## config.mk

```make
export PLATFORM = sky130hd
export DESIGN_NAME = led_chain_driver
export DESIGN_NICKNAME = d
export VERILOG_FILES = /design/src/rtl/ledsh_pkg.sv /design/src/rtl/ledsh_divider.sv /design/src/rtl/ledsh_framer.sv /design/src/rtl/ledsh_seq.sv /design/src/rtl/led_chain_driver.sv
export SDC_FILE = /design/constraint.sdc
export NUM_CORES = 1
export LEC_CHECK = 0
export BUFFER_PORTS_ARGS = -buffer_cell sky130_fd_sc_hd__buf_2
export CORE_UTILIZATION = 57
export CTS_CLUSTER_SIZE = 28
export DETAILED_ROUTE_END_ITERATION = 8
export GPL_ROUTABILITY_DRIVEN = 0
export GPL_TIMING_DRIVEN = 1
export PLACE_DENSITY = 0.84
export RECOVER_POWER = 25
export REMOVE_ABC_BUFFERS = 1
export SYNTH_ARGS = -nofsm -noshare
export SYNTH_HDL_FRONTEND = slang
export SYNTH_HIERARCHICAL = 1
export SYNTH_SLANG_ARGS = --single-unit
export TNS_END_PERCENT = 100
```

## constraint.sdc

```tcl
create_clock -name clk -period 3.49 [get_ports clk]
set_input_delay 0.5235 -clock clk [delete_from_list [all_inputs] [get_ports clk]]
set_output_delay 0.5235 -clock clk [all_outputs]
set_load 0.1 [all_outputs]
```

## src/rtl/ledsh_pkg.sv

```systemverilog
package ledsh_pkg;
  typedef enum logic [1:0] {
    ST_OFF   = 2'd0,
    ST_GAP   = 2'd1,
    ST_SHIFT = 2'd2,
    ST_LATCH = 2'd3
  } ls_state_e;
endpackage

```

## src/rtl/ledsh_divider.sv

```systemverilog
// Half-period tick generator for the serial clock.
module ledsh_divider #(
  parameter int HALF_DIV = 4
) (
  input  logic clk,
  input  logic rst,
  input  logic run,
  output logic half_tick
);
  localparam int CW = (HALF_DIV > 1) ? $clog2(HALF_DIV) : 1;

  logic [CW-1:0] cnt;

  always_ff @(posedge clk) begin
    if (rst || !run) begin
      cnt <= '0;
    end else if (cnt == CW'(HALF_DIV - 1)) begin
      cnt <= '0;
    end else begin
      cnt <= cnt + 1'b1;
    end
  end

  assign half_tick = run && (cnt == CW'(HALF_DIV - 1));
endmodule

```

## src/rtl/ledsh_framer.sv

```systemverilog
// Builds the logical frame: start, lead pads, LED bits, trailing pads.
module ledsh_framer #(
  parameter int LED_N     = 12,
  parameter int LEAD_PAD  = 2,
  parameter int TRAIL_PAD = 2,
  localparam int FRAME_N  = 1 + LEAD_PAD + LED_N + TRAIL_PAD
) (
  input  logic [LED_N-1:0]   copper_leds,
  input  logic [LED_N-1:0]   fiber_leds,
  input  logic               fiber_sel,
  output logic [FRAME_N-1:0] frame_o
);
  localparam int DATA_LO = 1 + LEAD_PAD;
  localparam int DATA_HI = DATA_LO + LED_N;

  logic [LED_N-1:0] leds_sel;

  assign leds_sel = fiber_sel ? fiber_leds : copper_leds;

  for (genvar i = 0; i < FRAME_N; i++) begin : g_bit
    if (i == 0) begin : g_start
      assign frame_o[i] = 1'b1;
    end else if (i < DATA_LO) begin : g_lead
      assign frame_o[i] = 1'b0;
    end else if (i < DATA_HI) begin : g_data
      assign frame_o[i] = leds_sel[i - DATA_LO];
    end else begin : g_trail
      assign frame_o[i] = 1'b0;
    end
  end
endmodule

```

## src/rtl/ledsh_seq.sv

```systemverilog
// Frame sequencer: gap, shift, latch; registered pin outputs.
module ledsh_seq
  import ledsh_pkg::*;
#(
  parameter int FRAME_N = 17,
  parameter int GAP_W   = 4,
  localparam int IDX_W  = $clog2(FRAME_N)
) (
  input  logic               clk,
  input  logic               rst,
  input  logic               en,
  input  logic               half_tick,
  input  logic [FRAME_N-1:0] frame_in,
  input  logic               inv_in,
  input  logic [GAP_W-1:0]   idle_gap,
  output logic               sclk_o,
  output logic               sdata_o,
  output logic               latch_o
);
  ls_state_e          state, n_state;
  logic [IDX_W-1:0]   idx, n_idx;
  logic [GAP_W-1:0]   gcnt, n_gcnt;
  logic               phase, n_phase;
  logic [FRAME_N-1:0] frame_q, n_frame;
  logic               inv_q, n_inv;
  logic               slot_end;
  logic               capture;

  assign slot_end = half_tick && phase;

  always_comb begin
    n_state = state;
    n_idx   = idx;
    n_gcnt  = gcnt;
    capture = 1'b0;
    n_phase = half_tick ? ~phase : phase;
    if (!en) begin
      n_state = ST_OFF;
      n_idx   = '0;
      n_gcnt  = '0;
      n_phase = 1'b0;
    end else begin
      unique case (state)
        ST_OFF: begin
          n_state = ST_GAP;
          n_gcnt  = '0;
        end
        ST_GAP: begin
          if (slot_end) begin
            if (gcnt == idle_gap) begin
              n_state = ST_SHIFT;
              n_idx   = '0;
              capture = 1'b1;
            end else begin
              n_gcnt = gcnt + 1'b1;
            end
          end
        end
        ST_SHIFT: begin
          if (slot_end) begin
            if (idx == IDX_W'(FRAME_N - 1)) begin
              n_state = ST_LATCH;
            end else begin
              n_idx = idx + 1'b1;
            end
          end
        end
        ST_LATCH: begin
          if (slot_end) begin
            n_state = ST_GAP;
            n_gcnt  = '0;
          end
        end
        default: n_state = ST_OFF;
      endcase
    end
    n_frame = capture ? frame_in : frame_q;
    n_inv   = capture ? inv_in : inv_q;
  end

  always_ff @(posedge clk) begin
    if (rst) begin
      state   <= ST_OFF;
      idx     <= '0;
      gcnt    <= '0;
      phase   <= 1'b0;
      frame_q <= '0;
      inv_q   <= 1'b0;
      sclk_o  <= 1'b0;
      sdata_o <= 1'b0;
      latch_o <= 1'b0;
    end else begin
      state   <= n_state;
      idx     <= n_idx;
      gcnt    <= n_gcnt;
      phase   <= n_phase;
      frame_q <= n_frame;
      inv_q   <= n_inv;
      sclk_o  <= (n_state == ST_SHIFT) && n_phase;
      sdata_o <= (n_state == ST_SHIFT) ? (n_frame[n_idx] ^ n_inv) : 1'b0;
      latch_o <= (n_state == ST_LATCH);
    end
  end
endmodule

```

## src/rtl/led_chain_driver.sv

```systemverilog
module led_chain_driver #(
  parameter int HALF_DIV  = 4,
  parameter int LED_N     = 12,
  parameter int LEAD_PAD  = 2,
  parameter int TRAIL_PAD = 2,
  parameter int GAP_W     = 4
) (
  input  logic             clk,
  input  logic             rst,
  input  logic             soft_en,
  input  logic             inv_mode,
  input  logic             fiber_sel,
  input  logic [GAP_W-1:0] idle_gap,
  input  logic [LED_N-1:0] copper_leds,
  input  logic [LED_N-1:0] fiber_leds,
  output logic             led_sclk,
  output logic             led_sdata,
  output logic             led_latch
);
  localparam int FRAME_N = 1 + LEAD_PAD + LED_N + TRAIL_PAD;

  logic               half_tick;
  logic [FRAME_N-1:0] frame_bits;

  ledsh_divider #(.HALF_DIV(HALF_DIV)) u_div (
    .clk       (clk),
    .rst       (rst),
    .run       (soft_en),
    .half_tick (half_tick)
  );

  ledsh_framer #(
    .LED_N     (LED_N),
    .LEAD_PAD  (LEAD_PAD),
    .TRAIL_PAD (TRAIL_PAD)
  ) u_frm (
    .copper_leds (copper_leds),
    .fiber_leds  (fiber_leds),
    .fiber_sel   (fiber_sel),
    .frame_o     (frame_bits)
  );

  ledsh_seq #(
    .FRAME_N (FRAME_N),
    .GAP_W   (GAP_W)
  ) u_seq (
    .clk       (clk),
    .rst       (rst),
    .en        (soft_en),
    .half_tick (half_tick),
    .frame_in  (frame_bits),
    .inv_in    (inv_mode),
    .idle_gap  (idle_gap),
    .sclk_o    (led_sclk),
    .sdata_o   (led_sdata),
    .latch_o   (led_latch)
  );
endmodule

```

==> impl_metrics.toml, run 1 <==
[status]
status = "completed"

[sta]
hold_ws_ns = 0.442
tns_ns = 0
rsz0062_at_grt = "false"
finClkSkew_ns = 0.00922
fin_crit_ns = 3.12
slew_viol_final = 0
max_slew.worst_pin.slew_ns = 1.19
slew_headroom = 0.210
worst_slack_ns = 0.368
max_freq_mhz = 320
fin_crit_sh = 0.895
setup_viol = 0
finalHoldViolCount = 0

[route]
drt_drc_violations_left = 0
ant_nets = 0
drt_iter0_markers = 134
wire_per_inst_um = 14.5
drt_pre_antenna_iters = 4
routed_wl_mm = 4.83
vias = 1891
routed_via_density = 5.68

[min_path]
whs_path_depth = 1
holdCritPathClass = "flip-flop to flip-flop"

[pwr]
switching_share = 0.233
p_switching_mw = 0.188
pwr-share-comb = 0.096
vdd_drop_max_mv = 0.272
power_density_nw_per_um2 = 318
p_total_mw = 0.808
pwr-share-seq = 0.499
p_int_mw = 0.620
pwr-share-clk = 0.405
p_leak_nw = 1.14

[floorplan]
die_y_um = 65.0
die_x_um = 65.0
coreArea_sq_um = 3740
start_util = 0.605
fp.dieArea_sq_um = 4230
fp-row-count = 22
design.portCount = 36

[setup_path]
reg2reg_depth = 12
crit_arrival_ns = 3.35
worstSetupPathType = "flip-flop to flip-flop"
cp_max_fo = 5
worstPathRequired_ns = 3.72
crit_path_end_kind = "flip-flop"
start_kind = "flip-flop"

[global_route]
grt_pass1_vias = 1797
track_usage = 0.250
antenna_found_initial = 0
grt_overflow = 0
grt_pass1_wl_mm = 7.97
grt_max_degree = 29

[synth]
syn_area_per_cell_sq_um = 9.02
ys_ff_latch = 35
async_reset_ff_frac = 0
ys_seq_area_frac = 0.310
synthTopCellsByCount = "dfxtp_1, nand2_1, a21oi_1, nor2_1, mux2i_1"
yosys_warnings = 6
yosysMostFrequentCell = "dfxtp_1"
yosys-top-cells-area = "dfxtp_1, mux2_4, mux2i_1, ha_1, nand2_1"
ys.flop_type = "dfxtp_1"
synth_edf_count = 0
syn_area_sq_um = 2260
synth_cells = 251
synth.distinct_cells = 50
synth_top_area_share = 0.310
synth_top_area_cell = "dfxtp_1"

[clocking]
clkSlewWorstSetupHoldPaths_ns = 0.07
cts_hold_buffers = 0
numCtsBuffers = 5
cts_tree = "done"
cts_setup_buffers = 0
clk_latency_ns = 0.29
ctsResizeCount = 0
clock-sinks = 35
cts-root-buf = "clkbuf_8"
cts_max_path_buffers = 2
htree_levels = 2

[layout]
num-nets-final = 327
final_core_util = 0.679
area.sequential_sq_um = 701
stdcell_area_sq_um = 2540
diodes = 0
multi_input_area_sq_um = 1420
stdcell_count = 333
synthToLayoutAreaGrowth_pct = 12.3
drive_above_1_share = 0.249
nFillCells = 334

[placement]
dpl_cell_area_sq_um = 2450
dp.cells = 325
io_buffers = 35
place_ws_ns = 0.226
dp_hpwl_mm = 3.50

[job]
cap_viol_max_count = 0
-- power groups by stage --
stage,logic (mW),registers [mW],clock network [mW]
finish,0.0777,0.403,0.327
global placement,0.0745,0.412,0
CTS,0.0780,0.403,0.329
floorplan,0.0406,0.412,0
global route,0.0846,0.403,0.344
detailed placement,0.0775,0.412,0
-- final cells by class --
cell class	count	share of cell area
multi-input cells	189	0.559
flip-flops and latches	35	0.276
repair buffers	41	0.0846
clock buffers	8	0.0394
well taps	48	0.0236
inverters	12	0.0177
-- cell families after synthesis --
group           Yosys count  synth area share
flops                    35             0.310
fa+ha+maj                10            0.0553
other cells               2           0.00332
compound gates           49             0.153
simple gates             86             0.200
mux                      33             0.191
xor+xnor                  6            0.0232
buf+inv                  30            0.0647
-- layout by cell type, fill, tap and decap left out, drive strengths merged, types with 3 or more instances in the layout --
cell type	n
a21oi	18
conb	5
xor2	6
o21ai	6
buf	37
nand2b	4
nor2	18
and2	3
clkbuf	12
o211ai	3
ha	10
inv	12
nand3	6
nand4	4
nand2	32
nor3	5
mux2	16
mux2i	14
nor2b	4
dfxtp	35
o21a	3
mux4	3
a31oi	4
-- registers in the layout, summed over array words and instances (netlist names) --
signal         flops
u_div/cnt          2
u_seq/sdata_o      1
u_seq/gcnt         4
u_seq/phase        1
u_seq/sclk_o       1
u_seq/inv_q        1
u_seq/state        2
u_seq/latch_o      1
u_seq/idx          5
u_seq/frame_q     17
-- worst paths after layout --
check / endpoint / from / slack (ns)
worst max register to register: u_seq/sdata_o / u_div/cnt[0] / 0.37
worst min-delay path: u_div/cnt[0] / u_div/cnt[0] / 0.44
worst max-delay path: u_seq/sdata_o / u_div/cnt[0] / 0.37
worst min register to register: u_div/cnt[0] / u_div/cnt[0] / 0.44
-- worst max-delay path, stage by stage (launching register included) --
cell and delay, ns:
dfxtp_1 0.35, ha_1 0.20, and2_0 0.15, ha_1 0.21, inv_1 0.10, nor2_1 0.30, mux2i_1 0.38, o21ai_2 0.15
mux4_1 0.26, mux2_2 0.29, a211o_1 0.30, a41oi_2 0.18, mux2i_1 0.19
-- routing by layer --
metal,vias up,GRT usage,wire (um)
met5,-,0,0
met4,0,0.109,84
met3,8,0.0475,287
met2,63,0.440,2390
met1,878,0.293,2070
li1,942,-,-
(Power assumes the default switching activity.)
==> run 2, diff against run 1 <==
--- a/config.mk
+++ b/config.mk
@@ -5,13 +5,15 @@
 export SDC_FILE = /design/constraint.sdc
 export NUM_CORES = 1
 export LEC_CHECK = 0
-export BUFFER_PORTS_ARGS = -buffer_cell sky130_fd_sc_hd__buf_2
-export CORE_UTILIZATION = 57
+export CELL_PAD_IN_SITES_DETAIL_PLACEMENT = 0
+export CELL_PAD_IN_SITES_GLOBAL_PLACEMENT = 1
+export CORE_UTILIZATION = 48
 export CTS_CLUSTER_SIZE = 28
 export DETAILED_ROUTE_END_ITERATION = 8
+export DONT_BUFFER_PORTS = 1
 export GPL_ROUTABILITY_DRIVEN = 0
 export GPL_TIMING_DRIVEN = 1
-export PLACE_DENSITY = 0.84
+export PLACE_DENSITY = 0.83
 export RECOVER_POWER = 25
 export REMOVE_ABC_BUFFERS = 1
 export SYNTH_ARGS = -nofsm -noshare
==> run 2 against run 1 <==
Net effect: wire length decreased by 8.3%; largest cell class unchanged; setup slack got worse by 0.051 ns; critical endpoint unchanged; clock-buffer cell count decreased by 2; critical path depth decreased by 1; total power decreased by 8.3%; sequential share of layout area increased by 2.2 points; flip-flop and latch count unchanged; highest routed layer unchanged.
==> impl_metrics.toml, run 2 (same netlist as run 1, synthesis figures left out) <==
[clocking]
cts_setup_buffers = 0
cts_tree = "done"
clkSlewWorstSetupHoldPaths_ns = 0.07
cts-root-buf = "clkbuf_8"
clock-sinks = 35
numCtsBuffers = 5
htree_levels = 2
cts_max_path_buffers = 2
clk_latency_ns = 0.29
cts_hold_buffers = 0

[layout]
area.sequential_sq_um = 701
diodes = 0
multi_input_area_sq_um = 1420
largest_register_ffs = 17
nFillCells = 430
mostFrequentLayoutCells = "dfxtp_1, nand2_1, nor2_1, a21oi_1, mux2i_1"
layout_commonest_cell = "dfxtp_1"
synthToLayoutAreaGrowth_pct = 3.87
num-nets-final = 291
drive_above_1_share = 0.153
top_register = "u_seq/frame_q"
top_regs = "u_seq/frame_q x17, u_seq/idx x5, u_seq/gcnt x4"

[sta]
finalHoldViolCount = 0
worst_slack_ns = 0.317
fin_crit_sh = 0.909
max_slew.worst_pin.slew_ns = 1.09
setup_viol = 0
finClkSkew_ns = 0.00680
slew_viol_final = 0
tns_ns = 0
fin_crit_ns = 3.17
slew_headroom = 0.273
rsz0062_at_grt = "false"
max_freq_mhz = 315

[setup_path]
worstSetupPathType = "flip-flop to flip-flop"
crit_arrival_ns = 3.40
cp_max_fo = 21
start_kind = "flip-flop"
crit_path_end_kind = "flip-flop"
worstPathRequired_ns = 3.72

[floorplan]
die_y_um = 70.7
design.portCount = 36
fp-row-count = 24
coreArea_sq_um = 4440
fp.dieArea_sq_um = 4990
die_x_um = 70.7
start_util = 0.509

[global_route]
grt_overflow = 0
grt_max_degree = 29
grt_pass1_vias = 1507
antenna_found_initial = 0
track_usage = 0.190
grt_pass1_wl_mm = 7.28

[route]
wire_per_inst_um = 14.7
drt_iter0_markers = 148
routed_via_density = 5.76
drt_pre_antenna_iters = 4
routed_wl_mm = 4.43
vias = 1735
ant_nets = 0
drt_drc_violations_left = 0

[pwr]
p_leak_nw = 0.987
vdd_drop_max_mv = 0.238
power_density_nw_per_um2 = 315

[job]
cap_viol_max_count = 0

[placement]
io_buffers = 0
place_ws_ns = 0.254
dp_hpwl_mm = 3.17

[status]
status = "completed"

[min_path]
holdCritPathClass = "primary input to flip-flop"
## run 2: cell count changes in the layout (fill, tap and decap cells not counted), moves of 2 or more
cell and change:
buf_4 -2, clkbuf_8 -2, clkbuf_1 -3, buf_2 -31
## run 2: routing by layer
metal | vias up | global-route usage | part of all wire
met3 | 7 | 0.0370 | 0.051
met1 | 808 | 0.266 | 0.47
met4 | 0 | 0.0800 | 0.016
met5 | - | 0 | 0
met2 | 44 | 0.286 | 0.46
li1 | 876 | - | -
## run 2: layout make-up
type | count | area share
Clock inverter | 2 | 0.00532
Timing Repair Buffer | 5 | 0.0144
Multi-Input combinational cell | 189 | 0.605
Tap cell | 52 | 0.0277
Sequential cell | 35 | 0.298
Inverter | 12 | 0.0192
Clock buffer | 6 | 0.0309
## run 2: power breakdown
part	internal (mW)	leakage (nW)	switching [mW]
logic	0.0261	0.663	0.0210
registers	0.401	0.282	0.00166
clock network	0.139	0.0412	0.152
## run 2: path summary, 6_finish.rpt
check,from,end,slack [ns],cells after the start
max,u_div/cnt[0],u_seq/sdata_o,0.32,11
min,rst,u_seq/frame_q[11],0.29,1
min reg2reg,u_div/cnt[0],u_div/cnt[0],0.43,1
max reg2reg,u_div/cnt[0],u_seq/sdata_o,0.32,11
## run 2: stage by stage
stage               instance area (sq um)  instances  total power [mW]  utilization  hold slack [ns]
floorplan                            2170        236             0.452            -            0.419
finish                               2350        301             0.741        0.529            0.294
global placement                     2280        293             0.459        0.512            0.425
detailed placement                   2280        293             0.459        0.512            0.439
global route                         2350        301             0.771        0.529            0.279
CTS                                  2360        301             0.751        0.531            0.281
## run 2: repair_timing
action / 4_1_cts / 5_1_grt
endpoints found under the setup margin: 0 / 1
resized for setup: 0 / 1
hold endpoints to repair: 0 / 0
## run 2: critical path, cell delays in order, from the launching register on
cell	delay (ns)
dfxtp_1	0.32
ha_1	0.21
and2_0	0.15
ha_2	0.26
nand4_1	0.10
clkbuf_1	0.81
mux2i_1	0.36
mux4_2	0.28
nor3_1	0.05
a211o_1	0.23
a41oi_2	0.16
mux2i_1	0.18
